## src/rtl/srx_pkg.sv

```systemverilog
package srx_pkg;
  typedef enum logic [1:0] {
    FMT_PAR_OB  = 2'b00,
    FMT_MUX_OB  = 2'b01,
    FMT_MUX_TC  = 2'b10,
    FMT_MUX_TC2 = 2'b11
  } fmt_e;

  localparam int NUM_CH = 2;
  localparam int CH_L   = 0;
  localparam int CH_R   = 1;
endpackage

```

## src/rtl/srx_line_track.sv

```systemverilog
module srx_line_track #(
  parameter int STAGES = 2
) (
  input  logic              clk,
  input  logic              rst_n,
  input  logic              line_in,
  output logic [STAGES-1:0] hist
);
  // hist[0] = value at previous edge, hist[1] = two edges back, ...
  for (genvar s = 0; s < STAGES; s++) begin : g_stage
    always_ff @(posedge clk or negedge rst_n) begin
      if (!rst_n) hist[s] <= 1'b1;
      else if (s == 0) hist[s] <= line_in;
      else hist[s] <= hist[(s == 0) ? 0 : s-1];
    end
  end
endmodule

```

## src/rtl/srx_word_acc.sv

```systemverilog
module srx_word_acc #(
  parameter int W = 16
) (
  input  logic         clk,
  input  logic         rst_n,
  input  logic         shift_en,
  input  logic         word_start,
  input  logic         clear,
  input  logic         din,
  output logic [W-1:0] word_nxt
);
  localparam int CW = $clog2(W + 1);

  logic [W-1:0]  acc;
  logic [CW-1:0] cnt;
  logic [CW-1:0] cnt_nxt;

  always_comb begin
    word_nxt = acc;
    cnt_nxt  = cnt;
    if (shift_en) begin
      if (word_start) begin
        word_nxt        = '0;
        word_nxt[W-1]   = din;
        cnt_nxt         = CW'(1);
      end else if (cnt < CW'(W)) begin
        for (int i = 0; i < W; i++) begin
          if (CW'(W - 1 - i) == cnt) word_nxt[i] = din;
        end
        cnt_nxt = cnt + CW'(1);
      end
    end
  end

  always_ff @(posedge clk or negedge rst_n) begin
    if (!rst_n) begin
      acc <= '0;
      cnt <= '0;
    end else if (clear) begin
      acc <= '0;
      cnt <= '0;
    end else begin
      acc <= word_nxt;
      cnt <= cnt_nxt;
    end
  end
endmodule

```

## src/rtl/srx_frame_ctrl.sv

```systemverilog
module srx_frame_ctrl
  import srx_pkg::*;
(
  input  logic              clk,
  input  logic              rst_n,
  input  logic [1:0]        fmt_sel,
  input  logic              sync_now,
  input  logic              sync_d1,
  input  logic              sync_d2,
  input  logic              ser0,
  input  logic              ser1,
  output logic [NUM_CH-1:0] shift_en,
  output logic [NUM_CH-1:0] start,
  output logic [NUM_CH-1:0] bit_in,
  output logic              clear_all,
  output logic              xfer,
  output logic              tc_conv,
  output logic              is_mux
);
  fmt_e act_fmt;
  logic armed;
  logic busy;
  logic fmt_load;

  always_comb begin
    is_mux  = (act_fmt != FMT_PAR_OB);
    tc_conv = (act_fmt == FMT_MUX_TC) || (act_fmt == FMT_MUX_TC2);
    if (is_mux) begin
      shift_en  = sync_d1 ? 2'b10 : 2'b01;
      start     = (sync_d1 != sync_d2) ? shift_en : 2'b00;
      bit_in    = {ser0, ser0};
      xfer      = !sync_now && sync_d1 && armed;
      clear_all = 1'b0;
    end else begin
      shift_en  = {NUM_CH{!sync_now}};
      start     = 2'b00;
      bit_in    = {ser1, ser0};
      xfer      = sync_now && !sync_d1;
      clear_all = xfer;
    end
    fmt_load = xfer || (!busy && !(|shift_en));
  end

  always_ff @(posedge clk) begin
    if (!rst_n || fmt_load) act_fmt <= fmt_e'(fmt_sel);
  end

  always_ff @(posedge clk or negedge rst_n) begin
    if (!rst_n) begin
      armed <= 1'b0;
      busy  <= 1'b0;
    end else begin
      armed <= armed || (is_mux && start[CH_R]);
      busy  <= xfer ? 1'b0 : (busy || (|shift_en));
    end
  end
endmodule

```

## src/rtl/srx_out_stage.sv

```systemverilog
module srx_out_stage
  import srx_pkg::*;
#(
  parameter int W = 16
) (
  input  logic         clk,
  input  logic         rst_n,
  input  logic         xfer,
  input  logic         tc_conv,
  input  logic [W-1:0] word_l,
  input  logic [W-1:0] word_r,
  output logic         valid,
  output logic [W-1:0] out_l,
  output logic [W-1:0] out_r
);
  localparam logic [W-1:0] MIDSCALE = {1'b1, {(W-1){1'b0}}};

  logic [W-1:0] conv [NUM_CH];
  logic [W-1:0] held [NUM_CH];

  for (genvar ch = 0; ch < NUM_CH; ch++) begin : g_chan
    logic [W-1:0] raw;
    assign raw = (ch == CH_L) ? word_l : word_r;
    assign conv[ch] = tc_conv ? {~raw[W-1], raw[W-2:0]} : raw;

    always_ff @(posedge clk or negedge rst_n) begin
      if (!rst_n) held[ch] <= MIDSCALE;
      else if (xfer) held[ch] <= conv[ch];
    end
  end

  always_ff @(posedge clk or negedge rst_n) begin
    if (!rst_n) valid <= 1'b0;
    else valid <= xfer;
  end

  assign out_l = held[CH_L];
  assign out_r = held[CH_R];
endmodule

```

## src/rtl/stereo_serial_rx.sv

```systemverilog
module stereo_serial_rx
  import srx_pkg::*;
#(
  parameter int SAMPLE_W = 16
) (
  input  logic                bit_clk,
  input  logic                rst_n,
  input  logic [1:0]          fmt_sel,
  input  logic                frame_sync,
  input  logic                ser_in0,
  input  logic                ser_in1,
  output logic                smp_valid,
  output logic [SAMPLE_W-1:0] smp_left,
  output logic [SAMPLE_W-1:0] smp_right
);
  localparam int HIST = 2;

  logic [HIST-1:0]     sync_hist;
  logic [NUM_CH-1:0]   shift_en;
  logic [NUM_CH-1:0]   start;
  logic [NUM_CH-1:0]   bit_in;
  logic                clear_all;
  logic                xfer;
  logic                tc_conv;
  logic                mode_is_mux;
  logic [SAMPLE_W-1:0] word_nxt [NUM_CH];

  srx_line_track #(.STAGES(HIST)) u_track (
    .clk     (bit_clk),
    .rst_n   (rst_n),
    .line_in (frame_sync),
    .hist    (sync_hist)
  );

  srx_frame_ctrl u_ctrl (
    .clk       (bit_clk),
    .rst_n     (rst_n),
    .fmt_sel   (fmt_sel),
    .sync_now  (frame_sync),
    .sync_d1   (sync_hist[0]),
    .sync_d2   (sync_hist[1]),
    .ser0      (ser_in0),
    .ser1      (ser_in1),
    .shift_en  (shift_en),
    .start     (start),
    .bit_in    (bit_in),
    .clear_all (clear_all),
    .xfer      (xfer),
    .tc_conv   (tc_conv),
    .is_mux    (mode_is_mux)
  );

  for (genvar ch = 0; ch < NUM_CH; ch++) begin : g_acc
    srx_word_acc #(.W(SAMPLE_W)) u_acc (
      .clk        (bit_clk),
      .rst_n      (rst_n),
      .shift_en   (shift_en[ch]),
      .word_start (start[ch]),
      .clear      (clear_all),
      .din        (bit_in[ch]),
      .word_nxt   (word_nxt[ch])
    );
  end

  srx_out_stage #(.W(SAMPLE_W)) u_out (
    .clk     (bit_clk),
    .rst_n   (rst_n),
    .xfer    (xfer),
    .tc_conv (tc_conv),
    .word_l  (word_nxt[CH_L]),
    .word_r  (word_nxt[CH_R]),
    .valid   (smp_valid),
    .out_l   (smp_left),
    .out_r   (smp_right)
  );
endmodule

```

## config.mk

```make
export PLATFORM = sky130hd
export DESIGN_NAME = stereo_serial_rx
export DESIGN_NICKNAME = d
export VERILOG_FILES = /design/src/rtl/srx_pkg.sv /design/src/rtl/srx_line_track.sv /design/src/rtl/srx_word_acc.sv /design/src/rtl/srx_frame_ctrl.sv /design/src/rtl/srx_out_stage.sv /design/src/rtl/stereo_serial_rx.sv
export SDC_FILE = /design/constraint.sdc
export NUM_CORES = 1
export LEC_CHECK = 0
export BUFFER_PORTS_ARGS = -buffer_cell sky130_fd_sc_hd__buf_2
export CAP_MARGIN = 20
export CELL_PAD_IN_SITES_DETAIL_PLACEMENT = 1
export CELL_PAD_IN_SITES_GLOBAL_PLACEMENT = 1
export CORE_MARGIN = 2
export CORE_UTILIZATION = 35
export DETAILED_ROUTE_END_ITERATION = 8
export PLACE_DENSITY = 0.69
export SLEW_MARGIN = 20
export SYNTH_ARGS = -nofsm -noshare
export SYNTH_HDL_FRONTEND = slang
export SYNTH_SLANG_ARGS = --single-unit
```

## constraint.sdc

```tcl
create_clock -name bit_clk -period 6 [get_ports bit_clk]
set_input_delay 1.8 -clock bit_clk [delete_from_list [all_inputs] [get_ports bit_clk]]
set_output_delay 1.8 -clock bit_clk [all_outputs]
set_load 0.1 [all_outputs]
```

==> metrics.md, run 1 <==
| Metric | Value |
|---|---|
| Fin. max-slew vios | 0 |
| Mapped Nets | just over 400 |
| Synth warn | 0 |
| Die Y | approximately 110 µm |
| Row cnt | 38 |
| Most used flip-flop cell after synthesis | dfrtp_1 |
| Cells after Synth | roughly 400 |
| Routed Antenna Nets | 0 |
| Worst path required time | 6.27 ns |
| Worst hold slack | ~0.44 ns |
| Routed WL | 10,100 µm |
| Post-synth cell types | 50 |
| Via count | 3,077 |
| RSZ-0062 raised after global routing | no |
| Most common cell after layout, fill and taps aside | dfrtp_1 |
| Post-synth ARST share | 0.975 |
| Power, Total | 1.95 mW |
| Clock Skews | roughly 0.0054 ns |
| CTS tree | built |
| Post-layout worst setup margin | 2.28 ns |
| Crit Path Class | in -> reg |
| Cells after DPL | 556 |
| Gr usage total | 0.178 |
| WL per Instance | roughly 18 µm |
| XOR/XNOR Fraction of Synth Area | 0.00441 |
| Num ports | 40 |
| Fin cells | approximately 570 |
| Syn_area_per_cell | ~10 µm² |
| Critical Path AT | ~4 ns |
| Post-synth EDFFs | 2 |
| Min cycle time layout | 3.72 ns |
| Clock tree buffer depth | 2 |
| # nets final | roughly 440 |
| Hold/Removal Path Class | reg -> reg |
| Share of layout cells above drive strength 1 | 0.202 |
| Rel. slew slack | 0.409 |
| Synth area leaders | dfrtp_1 (47%), nor2_1 (6.8%), mux2_2 (4.3%) |
| MaxCap Viol Count | 0 |
| Die X-Extent | 111 µm |
| Post-Syn Area | slightly below 0.004 mm² |
| Period utilisation layout | 0.620 |
| GP Congestion | about 0.77 |
| TritonCTS buffer count | 9 |
| Critical path capture point type | flop |
| Pre-Repair DR Iteration Count | 4 |
| Final setup TNS | 0 ns |
| P&R area growth vs syn | 15.2% |
| Largest area contributor in the netlist | dfrtp_1 |
| Final global-route overflow total | 0 |
| Vias in the first global route | approximately 3,400 |
| Largest net degree at the start of global routing | 57 |
| Post-CTS Hold Buffers | 0 |
| Leakage | about 2.1 nW |
| Post-route DRC | 0 |
| Pwr/cell area | between 400 and 500 mW/mm² |
| CTS-repair resized insts | 0 |
| Ant. Diodes | 0 |
| Most frequent cells in the layout | dfrtp_1 (75), nor2_1 (72), buf_2 (38) |
| Synth Area in Compound Gates | 0.174 |
| PortBufs | 39 |
| Initial Util | 0.363 |
| Post-synth top area share | 0.473 |
| Fillers | about 1,300 |
| Mux share of post-synthesis cell area | 0.0460 |
| Fin. Hold Viols | 0 |
| Post-CTS setup buffer count | 0 |
| #FFs+latches synth | between 80 and 90 |
| Post-Synth Simple-Gate Area | 0.194 |
| Largest family of logic cells by synthesized area | simple AND/OR/NAND/NOR gates |
| Pre-CTS WS | ~1.9 ns |
| Core area | roughly 0.011 mm² |
| Clk_lat worst skew | around 0.35 ns |
| Sequential area share after synthesis | 0.514 |
| Final setup violation count | 0 |
| Die area | around 0.012 mm² |
| Clock sinks | 81 |
| Crit path max fanout | 50 |
| HPWL after detailed placement | 6500 µm |
| Detailed router's first-iteration violation count | roughly 110 |
| Clock Tree Root | clkbuf_16 |
| CTS H-tree lvls | 3 |
| Slew @ Worst Pin | a little under 0.9 ns |
| Status | finished, final reports clean |
| First-pass GRT wire length | 17,600 µm |
| Via/cell ratio | between 5 and 6 |
| Peak VDD IR | 0.180 mV |
| Clock slew at reported path FFs | roughly 0.060 ns |
| Initial antenna violation count | 0 |
| Achievable Freq | between 200 and 300 MHz |
| Synth Area in Adders | 0.0315 |
| Critical Path Source Type | input pin |
-- kinds of logic after synthesis --
logic type | Yosys count
buffers and inverters | 31
AOI/OAI and AO/OA | 104
DFF | 81
muxes | 16
adders and majority gates | 10
and+or+nand+nor | 154
xor gates and xnor gates | 2
-- metrics by stage --
step,instance area (µm²),utilization
floorplan,3970,-
global placement,4260,0.389
detailed placement,4260,0.389
CTS,4570,0.418
global route,4570,0.418
finish,4570,0.418
-- cell type report --
type                    count  area (µm²)  area share
clock inverters             6        91.3      0.0200
multi-input cells         286        1800       0.393
well taps                 140         175      0.0383
clock buffers               9         225      0.0493
repair buffers             41         213      0.0465
flip-flops and latches     81        2040       0.447
inverters                   8        30.0     0.00657
-- per-layer routing --
layer / track usage / share of wire / routed length [µm]
met1: 0.233 / 0.47 / 4810
met2: 0.294 / 0.48 / 4820
met3: 0.0285 / 0.030 / 307
met4: 0.0758 / 0.020 / 202
met5: 0 / 0 / 0
-- final timing paths --
| path | start | end | slack [ns] | cells after the start |
|---|---|---|---|---|
| min reg2reg | u_track.hist[0] | u_track.hist[1] | 0.44 | 0 |
| max in group asynchronous | rst_n | g_acc[0].u_acc.acc[11] | 3.70 | 2 |
| max reg2reg | u_ctrl.act_fmt[0] | u_out.out_r[15] | 3.26 | 7 |
| min in group asynchronous | rst_n | u_out.out_r[1] | 1.52 | 1 |
| min | u_track.hist[0] | u_track.hist[1] | 0.44 | 0 |
| max | frame_sync | u_out.out_r[15] | 2.28 | 8 |
-- state kept, by name, indices dropped and copies added (netlist names) --
name	cells
u_out.out_r	16
u_out.out_l	16
u_ctrl.act_fmt	2
u_out.valid	1
u_ctrl.busy	1
g_acc.u_acc.acc	32
g_acc.u_acc.cnt	10
u_ctrl.armed	1
u_track.hist	2
-- cell usage after synthesis, drive strengths merged, types with 2 or more instances --
| library cell | n |
|---|---|
| a32oi | 4 |
| a21oi | 23 |
| or3 | 2 |
| nand2b | 15 |
| and2 | 2 |
| nor2b | 21 |
| ha | 10 |
| nor3 | 17 |
| nor3b | 2 |
| a22o | 12 |
| nand4 | 2 |
| edfxtp | 2 |
| xnor2 | 2 |
| nand3 | 2 |
| a22oi | 7 |
| o21a | 2 |
| a211oi | 4 |
| inv | 8 |
| dfstp | 4 |
| a2bb2oi | 5 |
| nor2 | 73 |
| nor4b | 2 |
| a32o | 3 |
| mux2 | 15 |
| o21ai | 35 |
| clkbuf | 13 |
| nand2 | 12 |
| buf | 10 |
| and3 | 2 |
| o211ai | 2 |
| dfrtp | 75 |
-- power breakdown --
group | internal [mW] | total [mW] | switching, mW
Combinational | 0.145 | 0.638 | 0.493
Clock | 0.364 | 0.595 | 0.231
Sequential | 0.627 | 0.714 | 0.0870
-- critical path: stages --
cell	delay, ns
buf_2	0.16
nor4b_4	0.20
buf_4	0.46
a31oi_1	0.15
inv_2	0.68
nand2_1	0.17
a211o_1	0.26
o211ai_1	0.10
(Power assumes the default switching activity.)
==> run 2: changes to the inputs <==
--- a/config.mk
+++ b/config.mk
@@ -12,7 +12,7 @@
 export CORE_MARGIN = 2
 export CORE_UTILIZATION = 35
 export DETAILED_ROUTE_END_ITERATION = 8
-export PLACE_DENSITY = 0.69
+export PLACE_DENSITY = 0.72
 export SLEW_MARGIN = 20
 export SYNTH_ARGS = -nofsm -noshare
 export SYNTH_HDL_FRONTEND = slang
==> constraint.sdc (replaced) <==
create_clock -name bit_clk -period 3.4 [get_ports bit_clk]
set_input_delay 1.02 -clock bit_clk [delete_from_list [all_inputs] [get_ports bit_clk]]
set_output_delay 1.02 -clock bit_clk [all_outputs]
set_load 0.1 [all_outputs]
==> metrics.md, run 2 (synthesis results as in run 1) <==
| Metric | Value |
|---|---|
| Status | finished, final reports clean (unchanged) |
| Via count | 3,117 (was 3,077) |
| Pre-Repair DR Iteration Count | 4 (unchanged) |
| Largest net degree at the start of global routing | 42 (was 57) |
| Leakage | 2.10 nW (about the same) |
| Detailed router's first-iteration violation count | 160 (was 114) |
| Most common cell after layout, fill and taps aside | dfrtp_1 (unchanged) |
| WL per Instance | 18.0 µm (was 17.8 µm) |
| Hold/Removal Path Class | reg -> reg (unchanged) |
| Post-route cell area | 0.00456 mm² (was 0.00457 mm²) |
| Post-CTS setup buffer count | 0 (unchanged) |
| Most frequent cells in the layout | dfrtp_1 (75), nor2_1 (72), buf_2 (38) (unchanged) |
| CTS-repair resized insts | 0 (unchanged) |
| Achievable Freq | 387 MHz |
| Final setup TNS | 0 ns (unchanged) |
| Post-CTS Hold Buffers | 0 (unchanged) |
| Clock sinks | 81 (unchanged) |
| Gr usage total | 0.175 (was 0.178) |
| CTS tree | built (unchanged) |
| Share of layout cells above drive strength 1 | 0.203 (was 0.202) |
| Clock Tree Root | clkbuf_16 (unchanged) |
| Crit Path Class | in -> reg (unchanged) |
| Vias in the first global route | 3,363 (was 3,373) |
| Ant. Diodes | 0 (unchanged) |
| Initial Util | 0.363 (unchanged) |
| Clock Skews | 0.00474 ns (was 0.00542 ns) |
| GP Congestion | 0.764 (was 0.771) |
| Die X-Extent | 111 µm (unchanged) |
| DP Area | 0.00427 mm² (was 0.00426 mm²) |
| Slowest-stage cell, CP | nand2_1 (was inv_2) |
| CP peak stage delay | 0.49 ns (was 0.68 ns) |
| Num ports | 40 (unchanged) |
| Max reg flops | 32 (unchanged) |
| Min cycle time layout | approximately 2.6 ns |
| Fillers | 1,278 (was 1,255) |
| # nets final | 446 (was 444) |
| Initial antenna violation count | 0 (unchanged) |
| Clock tree buffer depth | 2 (unchanged) |
| TritonCTS buffer count | 9 (unchanged) |
| Core area | 0.0109 mm² (unchanged) |
| Pwr/cell area | 735 mW/mm² (was 426 mW/mm²) |
| Period utilisation layout | 0.760 |
| Post-route DRC | 0 (unchanged) |
| Row cnt | 38 (unchanged) |
| Routed WL | 10,300 µm (was 10,100 µm) |
| RSZ-0062 raised after global routing | no (unchanged) |
| HPWL after detailed placement | 6710 µm (was 6500 µm) |
| Critical Path AT | 2.81 ns (was 3.99 ns) |
| Worst path required time | 3.63 ns (was 6.27 ns) |
| Critical path capture point type | flop (unchanged) |
| Rel. slew slack | 0.532 (was 0.409) |
| Clock slew at reported path FFs | 0.06 ns (about the same) |
| CP cell instances | buf_2, or3_4, nand2_1, o21ai_0, a22o_1, mux2_2 (was buf_2, nor4b_4, buf_4, a31oi_1, inv_2, nand2_1, a211o_1, o211ai_1) |
| Critical Path Source Type | input pin (unchanged) |
| Final global-route overflow total | 0 (unchanged) |
| MaxCap Viol Count | 0 (unchanged) |
| PortBufs | 39 (unchanged) |
| CTS H-tree lvls | 3 (unchanged) |
| Crit path max fanout | 20 (was 50) |
| Top reg by flops | g_acc.u_acc.acc (unchanged) |
| Clk_lat worst skew | 0.34 ns (was 0.35 ns) |
| Final setup violation count | 0 (unchanged) |
| Via/cell ratio | 5.43 (was 5.39) |
| Slew @ Worst Pin | 0.702 ns (was 0.885 ns) |
| First-pass GRT wire length | 17,300 µm (was 17,600 µm) |
| Power, Total | 3.35 mW (was 1.95 mW) |
| Routed Antenna Nets | 0 (unchanged) |
| Fin. max-slew vios | 0 (unchanged) |
| Fin. Hold Viols | 0 (unchanged) |
| Peak VDD IR | 0.371 mV (was 0.180 mV) |
| Die area | 0.0122 mm² (unchanged) |
| P&R area growth vs syn | 14.8% (was 15.2%) |
| Die Y | 111 µm (unchanged) |
run 2: cell types whose count changed in the layout (fill, tap and decap cells not counted), sizes merged:
cell / delta
inv: -2
bufinv: -1
clkbuf: +2
buf: +2
clkinv: +2
run 2: area by class of cell:
type	instances	area [µm²]	area share
clock inverter	5	56.3	0.0123
sequential	81	2040	0.448
tap	140	175	0.0384
multi-input combinational	286	1800	0.394
inverter	8	30.0	0.00659
timing repair buffer	43	228	0.0499
clock buffer	11	233	0.0510
run 2: power breakdown:
group | internal [mW] | switching (mW) | total (mW)
Clock | 0.568 | 0.393 | 0.961
Sequential | 1.11 | 0.153 | 1.26
Combinational | 0.257 | 0.876 | 1.13
run 2: stage by stage:
stage	std cells	util	hold WS, ns	setup slack, ns
after global placement	558	0.391	0.429	0.547
after global routing	574	0.417	0.453	0.681
final	574	0.417	0.444	0.815
after floorplan	398	-	0.353	1.08
after CTS	574	0.417	0.447	0.838
after detailed placement	558	0.391	0.435	0.490
run 2: metal layers:
metal  wire length, µm  track usage  vias to the layer above
li1                  -            -                     1453
met1              4960        0.236                     1602
met2              4900        0.283                       50
met3               280       0.0258                       12
met4               172       0.0700                        0
met5                 0            0                        -
run 2: final timing paths:
kind | start | end | slack (ns) | cells after the start
worst max-delay path | frame_sync | u_out.out_r[12] | 0.82 | 6
worst min-delay path | u_track.hist[0] | u_track.hist[1] | 0.44 | 0
worst max register to register | u_ctrl.act_fmt[1] | u_out.out_r[3] | 0.96 | 5
worst min register to register | u_track.hist[0] | u_track.hist[1] | 0.44 | 0
max in group asynchronous | rst_n | u_out.out_l[15] | 2.01 | 2
min in group asynchronous | rst_n | g_acc[1].u_acc.acc[6] | 0.65 | 1
run 2: critical path: cells and delay by family:
| kind | cells | cell delay [ns] |
|---|---|---|
| buf+inv | 1 | 0.14 |
| simple gates | 2 | 0.91 |
| mux | 1 | 0.26 |
| compound gates | 2 | 0.48 |
